===== config.mk =====
export PLATFORM = sky130hd
export DESIGN_NAME = eye_centre_trainer
export DESIGN_NICKNAME = d
export VERILOG_FILES = /design/src/rtl/eye_train_pkg.sv /design/src/rtl/eye_row_tracker.sv /design/src/rtl/eye_centre_store.sv /design/src/rtl/eye_centre_trainer.sv
export SDC_FILE = /design/constraint.sdc
export NUM_CORES = 1
export LEC_CHECK = 0
export ABC_AREA = 1
export BUFFER_PORTS_ARGS = -buffer_cell sky130_fd_sc_hd__buf_2
export CORE_MARGIN = 1
export CORE_UTILIZATION = 30
export DETAILED_ROUTE_END_ITERATION = 7
export PLACE_DENSITY_LB_ADDON = 0.15
export SYNTH_ARGS = -nofsm -noshare
export SYNTH_HDL_FRONTEND = slang
export SYNTH_SLANG_ARGS = --single-unit

===== constraint.sdc =====
create_clock -name clk -period 6.3 [get_ports clk]
set_clock_uncertainty 0.1 [all_clocks]
set_input_delay 0.63 -clock clk [delete_from_list [all_inputs] [get_ports clk]]
set_output_delay 0.63 -clock clk [all_outputs]
set_load 0.01 [all_outputs]

===== src/rtl/eye_train_pkg.sv =====
// Package: shared state encoding and the rounding-down midpoint used by the
// eye centering trainer. Assumes operands fit in 16 bits.
package eye_train_pkg;

    typedef enum logic [2:0] {
        ST_IDLE,
        ST_PROBE,
        ST_WAIT,
        ST_ROWEND,
        ST_CENTRE,
        ST_FIND,
        ST_DONE
    } train_st_e;

    // Midpoint of two unsigned values, rounded toward the lower value.
    function automatic logic [15:0] mid_floor(input logic [15:0] a, input logic [15:0] b);
        logic [16:0] sum;
        sum = {1'b0, a} + {1'b0, b};
        return sum[16:1];
    endfunction

endpackage


===== src/rtl/eye_row_tracker.sv =====
// Row window tracker: follows one sweep of delay taps at a fixed reference
// code and keeps the first contiguous run of passing taps. Assumes taps are
// presented in increasing order and that clr is raised before each new row.
module eye_row_tracker #(
    parameter int TAP_W = 5
) (
    input  logic             clk,
    input  logic             rst_n,
    input  logic             clr,
    input  logic             smp,
    input  logic             pass,
    input  logic [TAP_W-1:0] tap,
    output logic             have,
    output logic [TAP_W-1:0] lo,
    output logic [TAP_W-1:0] hi
);

    logic closed;

    // Track the first run of passes; a fail after a pass closes the run.
    always_ff @(posedge clk) begin
        if (!rst_n || clr) begin
            have   <= 1'b0;
            closed <= 1'b0;
            lo     <= '0;
            hi     <= '0;
        end else if (smp && !closed) begin
            if (pass) begin
                if (!have) begin
                    lo <= tap;
                end
                hi   <= tap;
                have <= 1'b1;
            end else if (have) begin
                closed <= 1'b1;
            end
        end
    end

    // Window bounds never cross each other.
    assert_window_order_R4: assert property (@(posedge clk) disable iff (!rst_n)
        have |-> (lo <= hi));

    // Once the run is closed, no further pass may move its upper bound.
    assert_run_closed_R4: assert property (@(posedge clk) disable iff (!rst_n)
        (closed && !clr) |=> $stable(hi));

endmodule


===== src/rtl/eye_centre_store.sv =====
// Per-code result table: one entry per reference code, holding a flag that
// the row had a window and the centre tap of that window. Written once per
// row, read combinationally during the final search.
module eye_centre_store #(
    parameter int ADDR_W = 6,
    parameter int DATA_W = 5
) (
    input  logic              clk,
    input  logic              rst_n,
    input  logic              wr_en,
    input  logic [ADDR_W-1:0] wr_addr,
    input  logic              wr_valid,
    input  logic [DATA_W-1:0] wr_data,
    input  logic [ADDR_W-1:0] rd_addr,
    output logic              rd_valid,
    output logic [DATA_W-1:0] rd_data
);

    localparam int DEPTH = 1 << ADDR_W;

    logic              ent_vld [DEPTH];
    logic [DATA_W-1:0] ent_cen [DEPTH];

    for (genvar i = 0; i < DEPTH; i++) begin : g_entry
        // Capture the row result addressed to this entry.
        always_ff @(posedge clk) begin
            if (!rst_n) begin
                ent_vld[i] <= 1'b0;
                ent_cen[i] <= '0;
            end else if (wr_en && (wr_addr == ADDR_W'(i))) begin
                ent_vld[i] <= wr_valid;
                ent_cen[i] <= wr_data;
            end
        end
    end

    // Read port for the centre search.
    always_comb begin
        rd_valid = ent_vld[rd_addr];
        rd_data  = ent_cen[rd_addr];
    end

endmodule


===== src/rtl/eye_centre_trainer.sv =====
// Two-dimensional receive eye centering trainer. Sweeps delay taps inside
// reference codes, asks an external checker for a pass/fail verdict at each
// point, and reports the centre of the passing region. Assumes the checker
// answers each probe exactly once and no earlier than the cycle after it.
module eye_centre_trainer
    import eye_train_pkg::*;
#(
    parameter int TAP_W  = 5,
    parameter int VREF_W = 6
) (
    input  logic              clk,
    input  logic              rst_n,
    input  logic              start,
    input  logic              sweep_en,
    input  logic [VREF_W-1:0] vref_min,
    input  logic [VREF_W-1:0] vref_max,
    input  logic              range_sel,
    output logic              probe,
    output logic [TAP_W-1:0]  dly_tap,
    output logic [VREF_W-1:0] vref_code,
    output logic              vref_rng,
    input  logic              chk_valid,
    input  logic              chk_pass,
    output logic              done,
    output logic              trn_err,
    output logic [TAP_W-1:0]  trn_dly,
    output logic [VREF_W-1:0] trn_vref,
    output logic              trn_rng
);

    localparam logic [TAP_W-1:0] TAP_LAST = {TAP_W{1'b1}};

    train_st_e         st;
    logic [TAP_W-1:0]  cur_d;
    logic [VREF_W-1:0] cur_v;
    logic [VREF_W-1:0] v_last;
    logic              rng_q;
    logic              any_q;
    logic [VREF_W-1:0] vlo_q;
    logic [VREF_W-1:0] vhi_q;
    logic [VREF_W-1:0] look;

    logic              row_clr;
    logic              row_smp;
    logic              row_have;
    logic [TAP_W-1:0]  row_lo;
    logic [TAP_W-1:0]  row_hi;
    logic [TAP_W-1:0]  row_cen;
    logic [VREF_W-1:0] v_mid;
    logic              rd_valid;
    logic [TAP_W-1:0]  rd_data;
    logic [15:0]       row_mid16;
    logic [15:0]       v_mid16;

    // Drive the point under test and the status pulses from the state.
    always_comb begin
        probe     = (st == ST_PROBE);
        done      = (st == ST_DONE);
        dly_tap   = cur_d;
        vref_code = cur_v;
        vref_rng  = rng_q;
        row_clr   = ((st == ST_IDLE) && start) || (st == ST_ROWEND);
        row_smp   = (st == ST_WAIT) && chk_valid;
    end

    // Centre of the current row and centre of the passing code range.
    always_comb begin
        row_mid16 = mid_floor(16'(row_lo), 16'(row_hi));
        v_mid16   = mid_floor(16'(vlo_q), 16'(vhi_q));
        row_cen   = row_mid16[TAP_W-1:0];
        v_mid     = v_mid16[VREF_W-1:0];
    end

    eye_row_tracker #(.TAP_W(TAP_W)) u_row (
        .clk   (clk),
        .rst_n (rst_n),
        .clr   (row_clr),
        .smp   (row_smp),
        .pass  (chk_pass),
        .tap   (cur_d),
        .have  (row_have),
        .lo    (row_lo),
        .hi    (row_hi)
    );

    eye_centre_store #(.ADDR_W(VREF_W), .DATA_W(TAP_W)) u_store (
        .clk      (clk),
        .rst_n    (rst_n),
        .wr_en    (st == ST_ROWEND),
        .wr_addr  (cur_v),
        .wr_valid (row_have),
        .wr_data  (row_cen),
        .rd_addr  (look),
        .rd_valid (rd_valid),
        .rd_data  (rd_data)
    );

    // Sweep sequencer, range bookkeeping and final centre search.
    always_ff @(posedge clk) begin
        if (!rst_n) begin
            st       <= ST_IDLE;
            cur_d    <= '0;
            cur_v    <= '0;
            v_last   <= '0;
            rng_q    <= 1'b0;
            any_q    <= 1'b0;
            vlo_q    <= '0;
            vhi_q    <= '0;
            look     <= '0;
            trn_err  <= 1'b0;
            trn_dly  <= '0;
            trn_vref <= '0;
            trn_rng  <= 1'b0;
        end else begin
            case (st)
                ST_IDLE: begin
                    if (start) begin
                        cur_d  <= '0;
                        cur_v  <= vref_min;
                        v_last <= (sweep_en && (vref_max > vref_min)) ? vref_max : vref_min;
                        rng_q  <= range_sel;
                        any_q  <= 1'b0;
                        st     <= ST_PROBE;
                    end
                end
                ST_PROBE: st <= ST_WAIT;
                ST_WAIT: begin
                    if (chk_valid) begin
                        if (cur_d == TAP_LAST) begin
                            st <= ST_ROWEND;
                        end else begin
                            cur_d <= cur_d + 1'b1;
                            st    <= ST_PROBE;
                        end
                    end
                end
                ST_ROWEND: begin
                    if (row_have) begin
                        if (!any_q) begin
                            vlo_q <= cur_v;
                        end
                        vhi_q <= cur_v;
                        any_q <= 1'b1;
                    end
                    if (cur_v == v_last) begin
                        st <= ST_CENTRE;
                    end else begin
                        cur_v <= cur_v + 1'b1;
                        cur_d <= '0;
                        st    <= ST_PROBE;
                    end
                end
                ST_CENTRE: begin
                    if (!any_q) begin
                        trn_err  <= 1'b1;
                        trn_dly  <= '0;
                        trn_vref <= '0;
                        trn_rng  <= 1'b0;
                        st       <= ST_DONE;
                    end else begin
                        look <= v_mid;
                        st   <= ST_FIND;
                    end
                end
                ST_FIND: begin
                    if (rd_valid) begin
                        trn_err  <= 1'b0;
                        trn_dly  <= rd_data;
                        trn_vref <= look;
                        trn_rng  <= rng_q;
                        st       <= ST_DONE;
                    end else begin
                        look <= look - 1'b1;
                    end
                end
                ST_DONE: st <= ST_IDLE;
                default: st <= ST_IDLE;
            endcase
        end
    end

    // The point under test holds while the checker works on it.
    assert_point_hold_R3: assert property (@(posedge clk) disable iff (!rst_n)
        (st == ST_WAIT) |-> ($stable(dly_tap) && $stable(vref_code)));

    // A probe is never repeated back to back: one request per point.
    assert_single_probe_R2: assert property (@(posedge clk) disable iff (!rst_n)
        probe |=> !probe);

    // The range select cannot move in the middle of a point.
    assert_range_hold_R8: assert property (@(posedge clk) disable iff (!rst_n)
        (st == ST_WAIT) |-> $stable(vref_rng));

    // Completion lasts exactly one cycle.
    assert_done_pulse_R9: assert property (@(posedge clk) disable iff (!rst_n)
        done |=> !done);

    // An error result carries no trained values.
    assert_err_zero_R7: assert property (@(posedge clk) disable iff (!rst_n)
        trn_err |-> (trn_dly == '0 && trn_vref == '0 && !trn_rng));

    // The downward search never walks below the lowest passing code.
    assert_search_floor_R6: assert property (@(posedge clk) disable iff (!rst_n)
        (st == ST_FIND) |-> (look >= vlo_q && look <= vhi_q));

endmodule


==> Flow_metrics.wiki <==
{| class="wikitable"
! Metric !! Value
|-
| Top cell type's share of synthesized area || 53.44%
|-
| Number of flops mapped to enable cells by yosys || 383
|-
| Maximum clock frequency || 235.3 MHz
|-
| Wire length of the first global-routing pass || 104200 um
|-
| Pin count of the biggest net entering global routing || 117
|-
| Most used flip-flop cell after synthesis || sky130_fd_sc_hd__edfxtp_1
|-
| Dominant cell by count in the synthesized netlist || sky130_fd_sc_hd__nand2_1
|-
| DRC errors left || 0
|-
| Buffers inserted by post-CTS timing repair || 0
|-
| End of the worst register-to-register path || u_store.ent_cen[30][2]
|-
| Top cells by count, synth || sky130_fd_sc_hd__nand2_1, sky130_fd_sc_hd__nor2_1, sky130_fd_sc_hd__nand3_1, sky130_fd_sc_hd__edfxtp_1, sky130_fd_sc_hd__o21ai_0
|-
| Initial antenna violation count || 0
|-
| Hold/Removal Path Class || in -> reg
|-
| ANT nets after route || 0
|-
| Post-detail-place hpwl || 45500 um
|-
| Via count of the first global-routing pass || 16718
|-
| Required time at the endpoint of the critical path || 6.42 ns
|-
| Run status || complete, no violations
|-
| Final nets || 2411
|-
| Share of final-layout standard cells stronger than drive strength 1 || 7.424%
|-
| Total power || 6.990 mW
|-
| Synthesized flop and latch total || 455
|-
| Height of the die || 269.8 um
|-
| Syn. warnings || 0
|-
| Setup repair after global routing missed its margin || false
|-
| Cell area after technology mapping || 21520 um2
|-
| Number of detailed-route iterations in the first pass || 5
|-
| Post-synth net total || 2441
|-
| Total number of vias || 16809
|-
| # port buffers || 45
|-
| Number of hold-slack violations in the final timing report || 0
|-
| Post-synth cell types || 37
|-
| Slew Limit Fails || 0
|-
| Fin crit share || 67.46%
|-
| Total overflow reported by the global router || 0
|-
| Number of setup violations in the final report || 0
|-
| Arrival @ worst endpoint || 4.37 ns
|-
| Slew at the pin closest to its max-slew limit || 1.054 ns
|-
| Rows || 97
|-
| Reported leakage power || 8.675 nW
|-
| Max-cap viol count || 0
|-
| Setup TNS || 0 ns
|-
| Post-synthesis area per instance || 8.975 um2
|-
| Ant. Diodes || 0
|-
| Total global routing track utilization || 19.02%
|-
| Die width || 269.8 um
|-
| Crit. End Element || register
|-
| H-tree levels || 2
|-
| Reg2reg start || st[0]
|-
| CP Max Fanout || 17
|-
| Starting utilization of the core area || 30.52%
|-
| Top cell type by total area after synthesis || sky130_fd_sc_hd__edfxtp_1
|-
| Area growth from synthesis to layout || 12.68%
|-
| Clock tree from TritonCTS || yes
|-
| Startpoint class of the critical path || register
|-
| Async set-reset flop share out of synthesis || 0%
|-
| Final Hold Slack || 0.1711 ns
|-
| CTS max path bufs || 3
|-
| Number of top-level pins || 46
|-
| Max_slew headroom || 29.66%
|-
| Area inside the core boundary || 70510 um2
|-
| Routed length per placed instance || 20.92 um
|-
| Total Die Area || 72810 um2
|-
| Reg clk slew, reported paths || 0.06 ns
|-
| Clock latency at the later pin of the worst-skew pair || 0.62 ns
|-
| Critical Path Sink || u_store.ent_cen[30][2]
|-
| Number of instances in the synthesized netlist || 2398
|-
| Ratio of routed vias to standard cells || 5.016
|-
| Iter 0 DRT Violations || 1533
|-
| Launching instance or port of the critical path || st[0]
|-
| Worst reg2reg path depth || 8
|-
| Power per cell area || 288.2 nW/um2
|-
| CTS-repair resized insts || 0
|-
| Setup slack of the most critical reg-to-reg path || 2.05 ns
|-
| Sequential share of the synthesized area || 60.14%
|-
| Leading post-synthesis cells by cell area || sky130_fd_sc_hd__edfxtp_1, sky130_fd_sc_hd__nand2_1, sky130_fd_sc_hd__nand3_1, sky130_fd_sc_hd__nor2_1, sky130_fd_sc_hd__dfxtp_1
|-
| Number of sinks driven by the clock tree || 455
|-
| DRT Wirelength || 70090 um
|-
| Clock buffers created by TritonCTS || 52
|-
| Gpl congestion || 0.8334
|-
| Worst supply voltage drop on vdd || 184.3 uV
|-
| Clock root buffer master || sky130_fd_sc_hd__clkbuf_16
|-
| WS Path Type || reg -> reg
|-
| Number of buffers inserted by hold repair at cts || 0
|-
| Final period demand of the worst path || 4.250 ns
|}
==> worst min-delay path by stage <==
stage	startpoint	to	slack, ns	depth (start not counted)
6_report	range_sel	vref_rng	0.17	3
5_1_grt	range_sel	vref_rng	0.18	3
4_1_cts	range_sel	vref_rng	0.14	3
3_5_place_dp	trn_err	trn_err	0.37	2
3_3_place_gp	trn_err	trn_err	0.35	2
2_1_floorplan	vhi_q[4]	vhi_q[4]	0.34	2
==> layout make-up <==
cell class | count | area, um2
clock buffers | 66 | 1385
clock inverters | 31 | 361.6
fillers | 7255 | 46260
inverters | 93 | 354.1
multi-input cells | 1696 | 7582
flip-flops and latches | 455 | 12950
well taps | 940 | 1176
repair buffers | 70 | 440.4
==> layout by cell type, fill, tap and decap left out, types with 12 or more instances in the layout <==
master,n
sky130_fd_sc_hd__nand2_1,573
sky130_fd_sc_hd__nor2_1,476
sky130_fd_sc_hd__nand3_1,394
sky130_fd_sc_hd__edfxtp_1,383
sky130_fd_sc_hd__o21ai_0,101
sky130_fd_sc_hd__inv_1,85
sky130_fd_sc_hd__dfxtp_1,69
sky130_fd_sc_hd__clkbuf_16,53
sky130_fd_sc_hd__a21oi_1,51
sky130_fd_sc_hd__buf_2,44
sky130_fd_sc_hd__buf_4,24
sky130_fd_sc_hd__ha_1,22
sky130_fd_sc_hd__clkinv_2,13
sky130_fd_sc_hd__nor3_1,12
sky130_fd_sc_hd__clkbuf_1,12
==> where the power goes <==
part	internal (mW)	leakage, nW	switching [mW]
Clock	1.88	0.861	1.27
Combinational	0.0969	3.27	0.333
Sequential	3.36	4.54	0.0534
==> kinds of logic after synthesis <==
family                     synth area share [%]
and+or+nand+nor                           28.48
muxes                                   0.04651
buffers and inverters                     4.866
AOI/OAI and AO/OA                         4.564
DFF                                       60.14
xor gates and xnor gates                 0.4477
adders and majority gates                 1.465
==> metrics by stage <==
step	instance area [um2]	utilization (%)	cells	worst slack [ns]
3_5_place_dp	22500	31.91	3254	2.074
3_3_place_gp	22500	31.91	3254	2.224
6_report	24250	34.39	3351	2.050
4_1_cts	24250	34.39	3351	2.073
5_1_grt	24250	34.39	3351	1.661
2_1_floorplan	21520	-	2398	3.943
==> per-layer routing <==
layer / GRT usage, % / up-vias / part of all wire, %
met5: 0 / - / 0
met4: 5.846 / 0 / 2.7
met3: 3.245 / 100 / 6.1
met2: 31.29 / 524 / 47
met1: 25.49 / 8173 / 44
li1: - / 8012 / -
==> registers in the layout (all words and copies together), names as in the netlist, 3 cells and up, named ones only <==
| signal | cells |
|---|---|
| trn_dly | 5 |
| vlo_q | 6 |
| u_store.ent_vld | 64 |
| trn_vref | 6 |
| look | 6 |
| u_row.lo | 5 |
| v_last | 6 |
| vref_code | 6 |
| u_store.ent_cen | 320 |
| dly_tap | 5 |
| vhi_q | 6 |
| u_row.hi | 5 |
| st | 3 |
==> worst max-delay path, stage by stage, from the launching register on <==
cell	delay, ns
sky130_fd_sc_hd__dfxtp_1	0.35
sky130_fd_sc_hd__inv_1	0.08
sky130_fd_sc_hd__nor3_2	0.53
sky130_fd_sc_hd__inv_2	0.22
sky130_fd_sc_hd__nor2_1	0.22
sky130_fd_sc_hd__inv_1	0.12
sky130_fd_sc_hd__nor2_2	0.67
sky130_fd_sc_hd__inv_1	0.67
sky130_fd_sc_hd__o21ai_0	0.91
Note: power is estimated with default switching activity, not from simulation.
